### src/rtl/talk_detect_pkg.sv
package talk_detect_pkg;

  // Width of the signed working arithmetic for the smoothing filters.
  localparam int ARITH_W = 48;
  localparam int KSH_W   = 8;

  typedef enum logic [1:0] {
    ST_SILENCE = 2'd0,
    ST_ONSET   = 2'd1,
    ST_SPEECH  = 2'd2,
    ST_OFFSET  = 2'd3
  } tdet_state_e;

  // One exponential smoothing step: move cur toward tgt by (tgt-cur)/2^k,
  // the division being a flooring arithmetic shift.
  function automatic logic signed [ARITH_W-1:0] ema_step(
    input logic signed [ARITH_W-1:0] cur,
    input logic signed [ARITH_W-1:0] tgt,
    input logic        [KSH_W-1:0]   k
  );
    logic signed [ARITH_W-1:0] gap;
    gap = tgt - cur;
    return cur + (gap >>> k);
  endfunction

  // Square of a deviation, kept in the working width.
  function automatic logic signed [ARITH_W-1:0] sq_dev(
    input logic signed [ARITH_W-1:0] d
  );
    return d * d;
  endfunction

endpackage

### src/rtl/talk_detect_stats.sv
module talk_detect_stats
  import talk_detect_pkg::*;
#(
  parameter int SAMPLE_W = 16,
  parameter int STAT_W   = 32,
  parameter int SHIFT_W  = 4
) (
  input  logic                       clk,
  input  logic                       rst_n,
  input  logic                       clear,
  input  logic                       sample_vld,
  input  logic signed [SAMPLE_W-1:0] sample,
  input  logic        [SHIFT_W-1:0]  cfg_shift,
  input  logic        [STAT_W-1:0]   cfg_floor,
  output logic        [STAT_W-1:0]   var_o
);

  localparam int PAD_S = ARITH_W - SAMPLE_W;
  localparam int PAD_V = ARITH_W - STAT_W;
  localparam int PAD_K = KSH_W - SHIFT_W;

  logic [SAMPLE_W-1:0]       mag;
  logic [SAMPLE_W-1:0]       mean_q;
  logic [STAT_W-1:0]         var_q;
  logic signed [ARITH_W-1:0] mag_w, mean_w, var_w, dev_w, dev_sq;
  logic [KSH_W-1:0]          k_w;

  // Magnitude with saturation of the most negative code.
  always_comb begin
    if (sample[SAMPLE_W-1]) begin
      if (sample == {1'b1, {(SAMPLE_W-1){1'b0}}})
        mag = {1'b0, {(SAMPLE_W-1){1'b1}}};
      else
        mag = -sample;
    end else begin
      mag = sample;
    end
  end

  assign mag_w  = $signed({{PAD_S{1'b0}}, mag});
  assign mean_w = $signed({{PAD_S{1'b0}}, mean_q});
  assign var_w  = $signed({{PAD_V{1'b0}}, var_q});
  assign k_w    = {{PAD_K{1'b0}}, cfg_shift};
  assign dev_w  = mag_w - mean_w;
  assign dev_sq = sq_dev(dev_w);

  always_ff @(posedge clk or negedge rst_n) begin
    if (!rst_n) begin
      mean_q <= '0;
      var_q  <= '0;
    end else if (clear) begin
      mean_q <= '0;
      var_q  <= cfg_floor;
    end else if (sample_vld) begin
      mean_q <= SAMPLE_W'(ema_step(mean_w, mag_w, k_w));
      var_q  <= STAT_W'(ema_step(var_w, dev_sq, k_w));
    end
  end

  assign var_o = var_q;

  AST_CLEAR_LOADS_FLOOR: assert property (@(posedge clk) disable iff (!rst_n)
    clear |=> (var_q == $past(cfg_floor))) else $error("floor not loaded");
  AST_IDLE_HOLDS_STATS: assert property (@(posedge clk) disable iff (!rst_n)
    (!sample_vld && !clear) |=> ($stable(var_q) && $stable(mean_q))) else $error("stats moved");

endmodule

### src/rtl/talk_detect_framer.sv
module talk_detect_framer #(
  parameter int FRAME_LEN = 80
) (
  input  logic clk,
  input  logic rst_n,
  input  logic clear,
  input  logic sample_vld,
  output logic frame_tick
);

  localparam int CNT_W = (FRAME_LEN > 2) ? $clog2(FRAME_LEN) : 1;
  localparam logic [CNT_W-1:0] LAST_POS = CNT_W'(FRAME_LEN - 1);

  logic [CNT_W-1:0] pos_q;
  logic             frame_last;
  logic             tick_q;

  assign frame_last = sample_vld && (pos_q == LAST_POS);

  always_ff @(posedge clk or negedge rst_n) begin
    if (!rst_n) begin
      pos_q  <= '0;
      tick_q <= 1'b0;
    end else if (clear) begin
      pos_q  <= '0;
      tick_q <= 1'b0;
    end else begin
      tick_q <= frame_last;
      if (sample_vld) pos_q <= frame_last ? '0 : pos_q + 1'b1;
    end
  end

  assign frame_tick = tick_q;

  AST_TICK_SPACED: assert property (@(posedge clk) disable iff (!rst_n)
    tick_q |=> !tick_q) else $error("back-to-back frame ticks");
  AST_POS_IN_RANGE: assert property (@(posedge clk) disable iff (!rst_n)
    pos_q <= LAST_POS) else $error("frame position out of range");

endmodule

### src/rtl/talk_detect_fsm.sv
module talk_detect_fsm
  import talk_detect_pkg::*;
#(
  parameter int DUR_W = 8
) (
  input  logic             clk,
  input  logic             rst_n,
  input  logic             clear,
  input  logic             mode_eou,
  input  logic             frame_tick,
  input  logic             loud,
  input  logic             quiet,
  input  logic [DUR_W-1:0] cfg_on_frames,
  input  logic [DUR_W-1:0] cfg_off_frames,
  output logic [1:0]       state_o,
  output logic             speech_start,
  output logic             utt_end
);

  localparam logic [DUR_W-1:0] ONE = DUR_W'(1);

  tdet_state_e      state_q, state_d;
  logic [DUR_W-1:0] run_q, run_d, run_inc;
  logic             role_eou_q, role_eou_d;
  logic             start_q, end_q, start_d, end_d;
  logic             confirm_on, confirm_off;

  assign run_inc = run_q + 1'b1;

  always_comb begin
    state_d     = state_q;
    run_d       = run_q;
    role_eou_d  = role_eou_q;
    start_d     = 1'b0;
    end_d       = 1'b0;
    confirm_on  = 1'b0;
    confirm_off = 1'b0;
    if (frame_tick) begin
      unique case (state_q)
        ST_SILENCE: begin
          if (loud) begin
            if (cfg_on_frames <= ONE) confirm_on = 1'b1;
            else begin
              state_d = ST_ONSET;
              run_d   = ONE;
            end
          end
        end
        ST_ONSET: begin
          if (!loud) begin
            state_d = ST_SILENCE;
            run_d   = '0;
          end else if (run_inc >= cfg_on_frames) confirm_on = 1'b1;
          else run_d = run_inc;
        end
        ST_SPEECH: begin
          if (quiet) begin
            if (cfg_off_frames <= ONE) confirm_off = 1'b1;
            else begin
              state_d = ST_OFFSET;
              run_d   = ONE;
            end
          end
        end
        ST_OFFSET: begin
          if (!quiet) begin
            state_d = ST_SPEECH;
            run_d   = '0;
          end else if (run_inc >= cfg_off_frames) confirm_off = 1'b1;
          else run_d = run_inc;
        end
      endcase
    end
    if (confirm_on) begin
      state_d    = ST_SPEECH;
      run_d      = '0;
      role_eou_d = 1'b1;
      start_d    = !role_eou_q;
    end
    if (confirm_off) begin
      state_d = ST_SILENCE;
      run_d   = '0;
      end_d   = 1'b1;
    end
  end

  always_ff @(posedge clk or negedge rst_n) begin
    if (!rst_n) begin
      state_q    <= ST_SILENCE;
      run_q      <= '0;
      role_eou_q <= 1'b0;
      start_q    <= 1'b0;
      end_q      <= 1'b0;
    end else if (clear) begin
      state_q    <= ST_SILENCE;
      run_q      <= '0;
      role_eou_q <= mode_eou;
      start_q    <= 1'b0;
      end_q      <= 1'b0;
    end else begin
      state_q    <= state_d;
      run_q      <= run_d;
      role_eou_q <= role_eou_d;
      start_q    <= start_d;
      end_q      <= end_d;
    end
  end

  assign state_o      = state_q;
  assign speech_start = start_q;
  assign utt_end      = end_q;

  AST_STATE_ONLY_ON_TICK: assert property (@(posedge clk) disable iff (!rst_n)
    (!frame_tick && !clear) |=> $stable(state_q)) else $error("state moved off a frame");
  AST_START_IN_SPEECH: assert property (@(posedge clk) disable iff (!rst_n)
    start_q |-> (state_q == ST_SPEECH)) else $error("start pulse outside speech");
  AST_START_SINGLE: assert property (@(posedge clk) disable iff (!rst_n)
    start_q |=> !start_q) else $error("start pulse too long");
  AST_NO_START_IN_EOU: assert property (@(posedge clk) disable iff (!rst_n)
    (role_eou_q && !clear) |=> !start_q) else $error("start pulse in end role");
  AST_END_TO_SILENCE: assert property (@(posedge clk) disable iff (!rst_n)
    end_q |-> (state_q == ST_SILENCE)) else $error("end pulse outside silence");
  AST_END_SINGLE: assert property (@(posedge clk) disable iff (!rst_n)
    end_q |=> !end_q) else $error("end pulse too long");
  AST_ROLE_STICKY: assert property (@(posedge clk) disable iff (!rst_n)
    (role_eou_q && !clear) |=> role_eou_q) else $error("role dropped without clear");
  AST_CLEAR_WINS: assert property (@(posedge clk) disable iff (!rst_n)
    clear |=> (state_q == ST_SILENCE && !start_q && !end_q)) else $error("clear lost");

endmodule

### src/rtl/talk_detect.sv
module talk_detect #(
  parameter int SAMPLE_W  = 16,
  parameter int STAT_W    = 32,
  parameter int SHIFT_W   = 4,
  parameter int DUR_W     = 8,
  parameter int FRAME_LEN = 80
) (
  input  logic                       clk,
  input  logic                       rst_n,
  input  logic                       clear,
  input  logic                       mode_eou,
  input  logic                       sample_vld,
  input  logic signed [SAMPLE_W-1:0] sample,
  input  logic        [SHIFT_W-1:0]  cfg_shift,
  input  logic        [STAT_W-1:0]   cfg_floor,
  input  logic        [STAT_W-1:0]   cfg_on_thr,
  input  logic        [STAT_W-1:0]   cfg_off_thr,
  input  logic        [DUR_W-1:0]    cfg_on_frames,
  input  logic        [DUR_W-1:0]    cfg_off_frames,
  output logic                       speech_start,
  output logic                       utt_end,
  output logic        [1:0]          state_o
);

  logic [STAT_W-1:0] frame_var;
  logic              frame_tick;
  logic              loud, quiet;

  talk_detect_stats #(
    .SAMPLE_W(SAMPLE_W), .STAT_W(STAT_W), .SHIFT_W(SHIFT_W)
  ) u_stats (
    .clk(clk), .rst_n(rst_n), .clear(clear), .sample_vld(sample_vld),
    .sample(sample), .cfg_shift(cfg_shift), .cfg_floor(cfg_floor),
    .var_o(frame_var)
  );

  talk_detect_framer #(.FRAME_LEN(FRAME_LEN)) u_framer (
    .clk(clk), .rst_n(rst_n), .clear(clear), .sample_vld(sample_vld),
    .frame_tick(frame_tick)
  );

  // Per-frame classification with hysteresis between the two thresholds.
  assign loud  = frame_var > cfg_on_thr;
  assign quiet = frame_var < cfg_off_thr;

  talk_detect_fsm #(.DUR_W(DUR_W)) u_fsm (
    .clk(clk), .rst_n(rst_n), .clear(clear), .mode_eou(mode_eou),
    .frame_tick(frame_tick), .loud(loud), .quiet(quiet),
    .cfg_on_frames(cfg_on_frames), .cfg_off_frames(cfg_off_frames),
    .state_o(state_o), .speech_start(speech_start), .utt_end(utt_end)
  );

  AST_PULSES_EXCLUSIVE: assert property (@(posedge clk) disable iff (!rst_n)
    !(speech_start && utt_end)) else $error("both pulses at once");

endmodule

### config.mk
export PLATFORM = sky130hd
export DESIGN_NAME = talk_detect
export DESIGN_NICKNAME = d
export VERILOG_FILES = /design/src/rtl/talk_detect_pkg.sv /design/src/rtl/talk_detect_stats.sv /design/src/rtl/talk_detect_framer.sv /design/src/rtl/talk_detect_fsm.sv /design/src/rtl/talk_detect.sv
export SDC_FILE = /design/constraint.sdc
export NUM_CORES = 1
export LEC_CHECK = 0
export ABC_CLOCK_PERIOD_IN_PS = 13160
export BUFFER_PORTS_ARGS = -buffer_cell sky130_fd_sc_hd__buf_2
export CORE_ASPECT_RATIO = 2
export CORE_MARGIN = 5
export CORE_UTILIZATION = 65
export DETAILED_ROUTE_END_ITERATION = 16
export PLACE_DENSITY = 0.91
export SKIP_LAST_GASP = 1
export SYNTH_ARGS = -nofsm -noshare
export SYNTH_HDL_FRONTEND = slang
export SYNTH_SLANG_ARGS = --single-unit
### constraint.sdc
create_clock -name clk -period 13.16 [get_ports clk]
set_input_delay 2.632 -clock clk [delete_from_list [all_inputs] [get_ports clk]]
set_output_delay 2.632 -clock clk [all_outputs]
set_load 0.03 [all_outputs]
==> results of run 1 <==
## Yosys cell counts, types with 5 or more instances
| cell type | n |
|---|---|
| clkbuf_1 | 57 |
| xnor2_1 | 55 |
| nor2b_1 | 18 |
| nand4_1 | 21 |
| a211o_1 | 7 |
| and2_1 | 17 |
| xor2_1 | 38 |
| mux2_2 | 11 |
| mux2i_1 | 104 |
| dfrtp_1 | 69 |
| buf_2 | 6 |
| o311a_1 | 5 |
| clkinv_1 | 7 |
| a21boi_0 | 10 |
| nand2b_1 | 23 |
| a31oi_1 | 17 |
| or3_1 | 8 |
| nand3_1 | 31 |
| or2_2 | 7 |
| o21bai_1 | 12 |
| o21ai_1 | 6 |
| a21oi_1 | 149 |
| fa_1 | 305 |
| mux4_2 | 17 |
| inv_1 | 512 |
| o41ai_1 | 5 |
| a211oi_1 | 31 |
| o21a_1 | 15 |
| buf_1 | 19 |
| o211ai_1 | 10 |
| a21o_1 | 69 |
| ha_1 | 251 |
| o31a_1 | 8 |
| and3_1 | 19 |
| nand2_1 | 200 |
| o21ai_0 | 118 |
| nor2_1 | 202 |
| o31ai_1 | 9 |
| nor3_1 | 33 |
| nor3b_1 | 8 |
## logic make-up after synthesis
group                    Yosys count  synth area share, %
AO/OA/AOI/OAI                    538                 16.0
XOR/XNOR                          93                 3.70
multiplexers                     133                 7.10
flip-flops                        69                 7.85
AND/OR/NAND/NOR                  615                 12.9
adder cells (fa/ha/maj)          556                 42.0
buffers and inverters            609                 10.5
## timing repair
action | CTS
hold buffers | 0
gates resized for setup | 279
endpoints found under the setup margin | 29
setup buffers | 85
gates cloned | 2
pin swaps | 158
## metrics by stage
step                      setup WS, ns  hold slack (ns)  util, %  TNS (ns)
after CTS                        -1.40            0.474     86.8    -19.43
after detailed placement         -2.38            0.443     80.6    -40.78
after global placement           -1.37            0.415     80.6    -19.57
after floorplan                 -0.579            0.408        -     -2.56
## per-layer routing
metal	overflow	global-route usage, %
met1	25	83.4
met2	906	106
met3	30	77.0
met4	368	95.9
met5	0	54.9
==> impl_metrics.prom, run 1 <==
# TYPE chip_impl_metric gauge
chip_impl_info{name="outcome",value="did not finish"} 1
chip_impl_info{name="last_stage_reached",value="global routing"} 1
chip_impl_info{name="error_that_ended_the_run",value="[ERROR GRT-0116] Global routing finished with congestion. Check the congestion regions in the DRC Viewer."} 1
chip_impl_metric{name="buffer_ports.inserted",unit=""} 140
chip_impl_metric{name="placedInstanceArea",unit="sq um"} 27000
chip_impl_metric{name="post_synth.cell_area_avg",unit="sq um"} 8.42
chip_impl_metric{name="globalRoute.totalOverflow",unit=""} 1329
chip_impl_info{name="most_instantiated_flip_flop_cell_in_the_synthesis_netlist",value="dfrtp_1"} 1
chip_impl_metric{name="placementRows",unit=""} 95
chip_impl_metric{name="ioPinCount",unit=""} 141
chip_impl_metric{name="synth-edff-count",unit=""} 0
chip_impl_metric{name="yosysUniqueCellTypes",unit=""} 90
chip_impl_metric{name="clk_path_buf_depth",unit=""} 2
chip_impl_metric{name="async_reset_ff_share",unit="%"} 100
chip_impl_metric{name="via_count_of_the_first_global_routing_pass",unit=""} 36950
chip_impl_metric{name="grt_first_pass_wirelength",unit="mm"} 262
chip_impl_metric{name="synthesis.instances",unit=""} 2613
chip_impl_info{name="synth.largest_area_cell",value="fa_1"} 1
chip_impl_metric{name="yosys_warnings",unit=""} 0
chip_impl_metric{name="clock_sinks",unit=""} 69
chip_impl_metric{name="die_w",unit="microns"} 140
chip_impl_metric{name="gr-usage-all-layers",unit="%"} 89.8
chip_impl_metric{name="synth_area",unit="sq um"} 22000
chip_impl_info{name="synthTopCellsByArea",value="fa_1, ha_1, inv_1"} 1
chip_impl_metric{name="synth_top_area_share",unit="%"} 27.8
chip_impl_metric{name="numPlacedInstances",unit=""} 3583
chip_impl_metric{name="cts-buffers-inserted",unit=""} 9
chip_impl_metric{name="gp_congestion",unit=""} 1.08
chip_impl_metric{name="hpwlAfterDp",unit="mm"} 77.3
chip_impl_metric{name="synth-seq-cells",unit=""} 69
chip_impl_info{name="clk_root_buffer_cell",value="clkbuf_16"} 1
chip_impl_metric{name="seq_area_frac_synth",unit="%"} 7.85
chip_impl_metric{name="h-tree-depth",unit=""} 3
chip_impl_metric{name="maximum_number_of_pins_on_one_net_before_global_route_repair",unit=""} 70
chip_impl_metric{name="initial_utilization",unit="%"} 65.6
chip_impl_metric{name="die_height",unit="microns"} 270
chip_impl_metric{name="post_synthesis_net_count",unit=""} 3306
==> run 2: changes to the inputs <==
--- a/config.mk
+++ b/config.mk
@@ -7,11 +7,10 @@
 export LEC_CHECK = 0
 export ABC_CLOCK_PERIOD_IN_PS = 13160
 export BUFFER_PORTS_ARGS = -buffer_cell sky130_fd_sc_hd__buf_2
-export CORE_ASPECT_RATIO = 2
 export CORE_MARGIN = 5
-export CORE_UTILIZATION = 65
+export CORE_UTILIZATION = 40
 export DETAILED_ROUTE_END_ITERATION = 16
-export PLACE_DENSITY = 0.91
+export PLACE_DENSITY_LB_ADDON = 0.15
 export SKIP_LAST_GASP = 1
 export SYNTH_ARGS = -nofsm -noshare
 export SYNTH_HDL_FRONTEND = slang
==> run 2 against run 1 <==
- the flow now finishes, with violations (setup timing)
- area after synthesis did not move
- synthesized cell count unchanged
==> impl_metrics.prom, run 2 <==
# TYPE chip_impl_metric gauge
chip_impl_info{name="outcome",value="finished, violations left"} 1
chip_impl_info{name="violations_in_the_final_reports",value="setup timing"} 1
chip_impl_metric{name="synthToLayoutAreaGrowth",unit="%"} 35.7
chip_impl_metric{name="post_synth.cell_area_avg",unit="sq um"} 8.42
chip_impl_metric{name="gr-usage-met1",unit="%"} 31.7
chip_impl_metric{name="final_util",unit="%"} 54.5
chip_impl_metric{name="initial_utilization",unit="%"} 40.2
chip_impl_metric{name="via_count_of_the_first_global_routing_pass",unit=""} 21831
chip_impl_metric{name="worstSkewPairLatency",unit="ns"} 0.36
chip_impl_info{name="library_cell_with_the_highest_instance_count_after_synthesis",value="inv_1"} 1
chip_impl_metric{name="drcViolationCount",unit=""} 0
chip_impl_metric{name="die_height",unit="microns"} 245
chip_impl_metric{name="synthesis.instances",unit=""} 2613
chip_impl_metric{name="cts-buffers-inserted",unit=""} 9
chip_impl_info{name="grt_setup_unrepaired",value="true"} 1
chip_impl_metric{name="timing_max_transition_violations_final",unit=""} 0
chip_impl_metric{name="placementRows",unit=""} 86
chip_impl_info{name="busiest_layer",value="met2"} 1
chip_impl_metric{name="post_synthesis_net_count",unit=""} 3306
chip_impl_metric{name="via_per_inst",unit=""} 5.23
chip_impl_info{name="min-delay-path-class",value="reg2reg"} 1
chip_impl_metric{name="yosysUniqueCellTypes",unit=""} 90
chip_impl_metric{name="max_capacitance_violation_count",unit=""} 0
chip_impl_metric{name="drt.antenna.violating_nets",unit=""} 0
chip_impl_metric{name="placedInstanceArea",unit="sq um"} 27500
chip_impl_metric{name="synth-seq-cells",unit=""} 69
chip_impl_metric{name="die_area",unit="sq um"} 59800
chip_impl_info{name="critical_path_class",value="in2reg"} 1
chip_impl_metric{name="async_reset_ff_share",unit="%"} 100
chip_impl_metric{name="setup_slack",unit="ns"} -0.883
chip_impl_metric{name="antenna_found_initial",unit=""} 1
chip_impl_metric{name="clk_path_buf_depth",unit=""} 2
chip_impl_metric{name="synth_area",unit="sq um"} 22000
chip_impl_metric{name="buffer_ports.inserted",unit=""} 140
chip_impl_metric{name="numPlacedInstances",unit=""} 3867
chip_impl_metric{name="grt.met2_usage",unit="%"} 43.0
chip_impl_metric{name="gp_congestion",unit=""} 0.951
chip_impl_metric{name="finalWorstPathRequiredPeriod",unit="ns"} 14.04
chip_impl_metric{name="dp_worst_setup_slack",unit="ns"} -1.67
chip_impl_info{name="synthTopCellsByArea",value="fa_1, ha_1, inv_1"} 1
chip_impl_metric{name="timing.critical_path.required",unit="ns"} 13.45
chip_impl_metric{name="globalRouteMet3Util",unit="%"} 3.06
chip_impl_metric{name="design.final.nets",unit=""} 3949
chip_impl_metric{name="clock_sinks",unit=""} 69
chip_impl_metric{name="yosys_warnings",unit=""} 0
chip_impl_info{name="critical-path-slowest-cell",value="fa_1"} 1
chip_impl_metric{name="arrival",unit="ns"} 14.33
chip_impl_info{name="layout.cells.most_common_list",value="buf_4, inv_1, fa_1"} 1
chip_impl_metric{name="final.fill_count",unit=""} 5117
chip_impl_metric{name="gr-usage-all-layers",unit="%"} 24.4
chip_impl_metric{name="timing.critical_path.buf_inv",unit=""} 11
chip_impl_metric{name="core_area",unit="sq um"} 54800
chip_impl_metric{name="seq_area_frac_synth",unit="%"} 7.85
chip_impl_metric{name="h-tree-depth",unit=""} 3
chip_impl_metric{name="vias",unit=""} 20736
chip_impl_info{name="cpLargestDelayFamily",value="adder cells"} 1
chip_impl_metric{name="drt_iter0_drc",unit=""} 1113
chip_impl_metric{name="period_share",unit="%"} 107
chip_impl_metric{name="worst_setup_hold_path_clk_slew",unit="ns"} 0.06
chip_impl_metric{name="maximum_number_of_pins_on_one_net_before_global_route_repair",unit=""} 70
chip_impl_metric{name="final_layout_size_suffix_gt1_share",unit="%"} 33.3
chip_impl_info{name="synth.largest_area_cell",value="fa_1"} 1
chip_impl_metric{name="avgRoutedWirePerCell",unit="microns"} 18.6
chip_impl_metric{name="max_ffs_per_register",unit=""} 32
chip_impl_info{name="cts_tree",value="done"} 1
chip_impl_metric{name="worst_clock_skew",unit="ns"} 0.00977
chip_impl_metric{name="cp_slowest_stage_delay",unit="ns"} 0.54
chip_impl_info{name="startpoint_type",value="primary input"} 1
chip_impl_metric{name="ioPinCount",unit=""} 141
chip_impl_metric{name="timing.slew.headroom",unit="%"} 25.6
chip_impl_metric{name="grt_first_pass_wirelength",unit="mm"} 116
chip_impl_info{name="yosys-top-cells-count",value="inv_1, fa_1, ha_1, nor2_1, nand2_1"} 1
chip_impl_info{name="cp-end-kind",value="flop"} 1
chip_impl_metric{name="hold_viol",unit=""} 0
chip_impl_metric{name="finish.cell_count_without_fillers",unit=""} 3966
chip_impl_metric{name="report.final.setup_viol",unit=""} 17
chip_impl_metric{name="worst_slew_pin_slew",unit="ns"} 1.12
chip_impl_metric{name="synth_top_area_share",unit="%"} 27.8
chip_impl_metric{name="die_w",unit="microns"} 245
chip_impl_metric{name="timing.reg2reg.setup_slack",unit="ns"} 2.30
chip_impl_info{name="most_instantiated_flip_flop_cell_in_the_synthesis_netlist",value="dfrtp_1"} 1
chip_impl_metric{name="achievable_clock_frequency",unit="GHz"} 0.0712
chip_impl_metric{name="hpwlAfterDp",unit="mm"} 63.0
chip_impl_metric{name="synth-edff-count",unit=""} 0
chip_impl_info{name="clk_root_buffer_cell",value="clkbuf_16"} 1
chip_impl_metric{name="drt_wl_total",unit="mm"} 73.7
chip_impl_metric{name="crit_fanout",unit=""} 6
chip_impl_metric{name="fin_area",unit="sq um"} 29900
chip_impl_info{name="layout.cells.most_common",value="buf_4"} 1
chip_impl_info{name="worst_path_most_repeated_cell",value="fa_1"} 1
chip_impl_metric{name="first_pass_iters",unit=""} 5
chip_impl_metric{name="globalRoute.totalOverflow",unit=""} 0
## run 2: cell counts after synthesis
No cell type changed its count.
## run 2: final timing paths
path                                            endpoint                     startpoint  cells after the start
max reg2reg                u_stats.var_o[24]$_DFFE_PN0P_  u_stats.mean_q[1]$_DFFE_PN0P_                     46
min in group asynchronous  u_stats.var_o[27]$_DFFE_PN0P_                          rst_n                      1
max in group asynchronous   u_stats.var_o[5]$_DFFE_PN0P_                          rst_n                      1
min reg2reg                 u_fsm.speech_start$_DFF_PN0_   u_fsm.role_eou_q$_DFFE_PN0P_                      1
max                        u_stats.var_o[24]$_DFFE_PN0P_                      sample[0]                     52
min                         u_fsm.speech_start$_DFF_PN0_   u_fsm.role_eou_q$_DFFE_PN0P_                      1
## run 2: kinds of logic after synthesis
kind of cell	share of synthesized area, %
DFF	7.85
xor gates and xnor gates	3.70
buffers and inverters	10.5
adders and majority gates	42.0
AOI/OAI and AO/OA	16.0
muxes	7.10
and+or+nand+nor	12.9
## run 2: cell type report
cell class | count | area (sq um) | share of cell area [%]
Timing Repair inverter | 1 | 7.51 | 0.0251
Clock inverter | 7 | 123 | 0.411
Timing Repair Buffer | 717 | 5290 | 17.7
Tap cell | 704 | 881 | 2.95
Inverter | 523 | 2050 | 6.85
Multi-Input combinational cell | 1935 | 19600 | 65.5
Clock buffer | 9 | 225 | 0.754
Antenna cell | 1 | 2.50 | 0.00838
Sequential cell | 69 | 1730 | 5.78
## run 2: through the flow
| step | setup TNS [ns] | hold slack [ns] |
|---|---|---|
| final | -8.19 | 0.428 |
| after detailed placement | -25.75 | 0.422 |
| after floorplan | -2.56 | 0.408 |
| after CTS | -7.74 | 0.430 |
| after global routing | -17.61 | 0.476 |
| after global placement | -24.36 | 0.415 |
## run 2: what timing repair did
item,in CTS,in global routing
setup endpoints to repair,24,27
hold buffers,0,0
setup buffers,43,39
pin swaps,81,121
gates cloned,1,0
resized for setup,132,193
## run 2: per-layer routing
layer / vias up / wire length, microns / share of wire (%)
met5: - / 0 / 0
met4: 0 / 2300 / 3.1
met3: 87 / 3550 / 4.8
met2: 428 / 37000 / 50
met1: 10300 / 30900 / 42
li1: 9921 / - / -
Power of run 2 is left out: the tool's default activity adds up to more than one toggle a clock period on the data nets, which glitch-free logic cannot reach.
==> run 3: changes to the inputs <==
--- a/config.mk
+++ b/config.mk
@@ -11,6 +11,7 @@
 export CORE_UTILIZATION = 40
 export DETAILED_ROUTE_END_ITERATION = 16
 export PLACE_DENSITY_LB_ADDON = 0.15
+export REMOVE_ABC_BUFFERS = 1
 export SKIP_LAST_GASP = 1
 export SYNTH_ARGS = -nofsm -noshare
 export SYNTH_HDL_FRONTEND = slang
==> run 3 against run 2 <==
- the run still ends with setup timing left
- global-route usage fell by 1.8 points
- wire length is 5.7% lower
- clock-buffer cell count grew 1
- largest cell class unchanged
- via count barely moved
- cell area fell by 0.55%
- setup slack got worse by 0.070 ns
- core utilization is 0.30 points lower
==> impl_metrics.prom, run 3 (synthesis gave the netlist of run 2 again) <==
# TYPE chip_impl_metric gauge
chip_impl_info{name="startpoint_type",value="primary input"} 1
chip_impl_metric{name="vias",unit=""} 20747
chip_impl_info{name="critical-path-slowest-cell",value="fa_1"} 1
chip_impl_metric{name="max_ffs_per_register",unit=""} 32
chip_impl_info{name="grt_setup_unrepaired",value="true"} 1
chip_impl_metric{name="avgRoutedWirePerCell",unit="microns"} 17.4
chip_impl_info{name="min-delay-path-class",value="reg2reg"} 1
chip_impl_metric{name="core_area",unit="sq um"} 54800
chip_impl_metric{name="drt.antenna.violating_nets",unit=""} 0
chip_impl_metric{name="worstSkewPairLatency",unit="ns"} 0.38
chip_impl_metric{name="crit_fanout",unit=""} 4
chip_impl_metric{name="via_per_inst",unit=""} 5.20
chip_impl_metric{name="cp_slowest_stage_delay",unit="ns"} 0.59
chip_impl_metric{name="globalRoute.totalOverflow",unit=""} 0
chip_impl_metric{name="timing_max_transition_violations_final",unit=""} 0
chip_impl_metric{name="achievable_clock_frequency",unit="GHz"} 0.0709
chip_impl_metric{name="placementRows",unit=""} 86
chip_impl_metric{name="drcViolationCount",unit=""} 0
chip_impl_metric{name="synthToLayoutAreaGrowth",unit="%"} 34.9
chip_impl_metric{name="timing.slew.headroom",unit="%"} 25.7
chip_impl_info{name="worst_path_most_repeated_cell",value="fa_1"} 1
chip_impl_metric{name="max_capacitance_violation_count",unit=""} 0
chip_impl_metric{name="first_pass_iters",unit=""} 5
chip_impl_metric{name="finalWorstPathRequiredPeriod",unit="ns"} 14.11
chip_impl_metric{name="report.final.setup_viol",unit=""} 17
chip_impl_metric{name="post_cts_hold_buffer_count",unit=""} 0
chip_impl_metric{name="gp_congestion",unit=""} 0.904
chip_impl_metric{name="via_count_of_the_first_global_routing_pass",unit=""} 21221
chip_impl_info{name="violations_in_the_final_reports",value="setup timing"} 1
chip_impl_metric{name="gr-usage-all-layers",unit="%"} 22.6
chip_impl_metric{name="antenna_found_initial",unit=""} 0
chip_impl_info{name="outcome",value="finished, violations left"} 1
chip_impl_metric{name="initial_utilization",unit="%"} 40.2
chip_impl_metric{name="buffer_ports.inserted",unit=""} 140
chip_impl_metric{name="ioPinCount",unit=""} 141
chip_impl_metric{name="setup_slack",unit="ns"} -0.953
chip_impl_metric{name="drt_iter0_drc",unit=""} 1083
chip_impl_metric{name="dp_worst_setup_slack",unit="ns"} -1.93
chip_impl_metric{name="design.final.nets",unit=""} 3970
chip_impl_info{name="layout.cells.most_common_list",value="buf_4, inv_1, fa_1"} 1
chip_impl_metric{name="clock_sinks",unit=""} 69
chip_impl_info{name="critical_path_class",value="in2reg"} 1
chip_impl_metric{name="h-tree-depth",unit=""} 3
chip_impl_metric{name="die_height",unit="microns"} 245
chip_impl_metric{name="hpwlAfterDp",unit="mm"} 58.2
chip_impl_metric{name="final_layout_size_suffix_gt1_share",unit="%"} 32.7
chip_impl_metric{name="timing.critical_path.required",unit="ns"} 13.46
chip_impl_metric{name="clk_path_buf_depth",unit=""} 2
chip_impl_metric{name="n_antenna_cell",unit=""} 0
chip_impl_info{name="cts_tree",value="done"} 1
chip_impl_info{name="clk_root_buffer_cell",value="clkbuf_16"} 1
chip_impl_metric{name="worst_clock_skew",unit="ns"} 0.0135
chip_impl_metric{name="cts-buffers-inserted",unit=""} 9
chip_impl_metric{name="maximum_number_of_pins_on_one_net_before_global_route_repair",unit=""} 81
chip_impl_metric{name="worst_setup_hold_path_clk_slew",unit="ns"} 0.07
chip_impl_info{name="layout.cells.most_common",value="buf_4"} 1
chip_impl_metric{name="die_area",unit="sq um"} 59800
chip_impl_metric{name="arrival",unit="ns"} 14.42
chip_impl_metric{name="grt_first_pass_wirelength",unit="mm"} 109
chip_impl_info{name="cp-end-kind",value="flop"} 1
chip_impl_metric{name="period_share",unit="%"} 107
chip_impl_metric{name="die_w",unit="microns"} 245
chip_impl_metric{name="hold_viol",unit=""} 0
chip_impl_metric{name="drt_wl_total",unit="mm"} 69.5
chip_impl_metric{name="worst_slew_pin_slew",unit="ns"} 1.11
run 3: path summary, 6_finish.rpt:
kind                                          startpoint                       endpoint  slack [ns]  cells after the start
max in group asynchronous                          rst_n  u_stats.mean_q[1]$_DFFE_PN0P_       10.12                      1
max                                            sample[2]  u_stats.var_o[24]$_DFFE_PN0P_       -0.95                     54
min reg2reg                 u_fsm.role_eou_q$_DFFE_PN0P_   u_fsm.speech_start$_DFF_PN0_        0.43                      1
max reg2reg                u_stats.mean_q[1]$_DFFE_PN0P_  u_stats.var_o[24]$_DFFE_PN0P_        2.12                     46
min in group asynchronous                          rst_n     u_fsm.run_q[2]$_DFFE_PN0P_        2.40                      1
min                         u_fsm.role_eou_q$_DFFE_PN0P_   u_fsm.speech_start$_DFF_PN0_        0.43                      1
run 3: cell type report:
class	count	area [sq um]
fillers	5129	25100
inverters	523	1980
multi-input cells	1935	19300
clock inverters	6	116
flip-flops and latches	69	1730
clock buffers	10	239
repair buffers	739	5460
well taps	704	881
run 3: per-layer routing:
layer	GRT usage [%]	up-vias	wire length, microns
met5	0	-	0
met3	2.32	69	2840
li1	-	9976	-
met2	39.1	404	34900
met1	30.6	10298	30400
met4	5.33	0	1480
run 3: worst max-delay path: cells and delay by family:
family	cells	cell delay [ns]
mux	2	0.73
xor+xnor	2	0.30
buf+inv	11	1.18
simple gates	12	2.40
fa+ha+maj	9	3.51
compound gates	18	3.68
run 3: what timing repair did:
action | in CTS | in global routing
setup buffers | 38 | 50
pin swaps | 53 | 92
endpoints found under the setup margin | 26 | 27
gates resized for setup | 164 | 215
run 3: metrics by stage:
stage          instance area [sq um]  cells  hold slack, ns  TNS [ns]  utilization, %
6_report                       29700   3986           0.434     -9.80            54.2
5_1_grt                        29700   3986           0.447    -19.54            54.2
3_3_place_gp                   27200   3887           0.416    -27.26            49.7
3_5_place_dp                   27200   3887           0.424    -32.95            49.7
2_1_floorplan                  21700   2527           0.407    -16.05               -
4_1_cts                        28500   3941           0.435     -8.44            52.1
Power of run 3 is left out for the same reason.
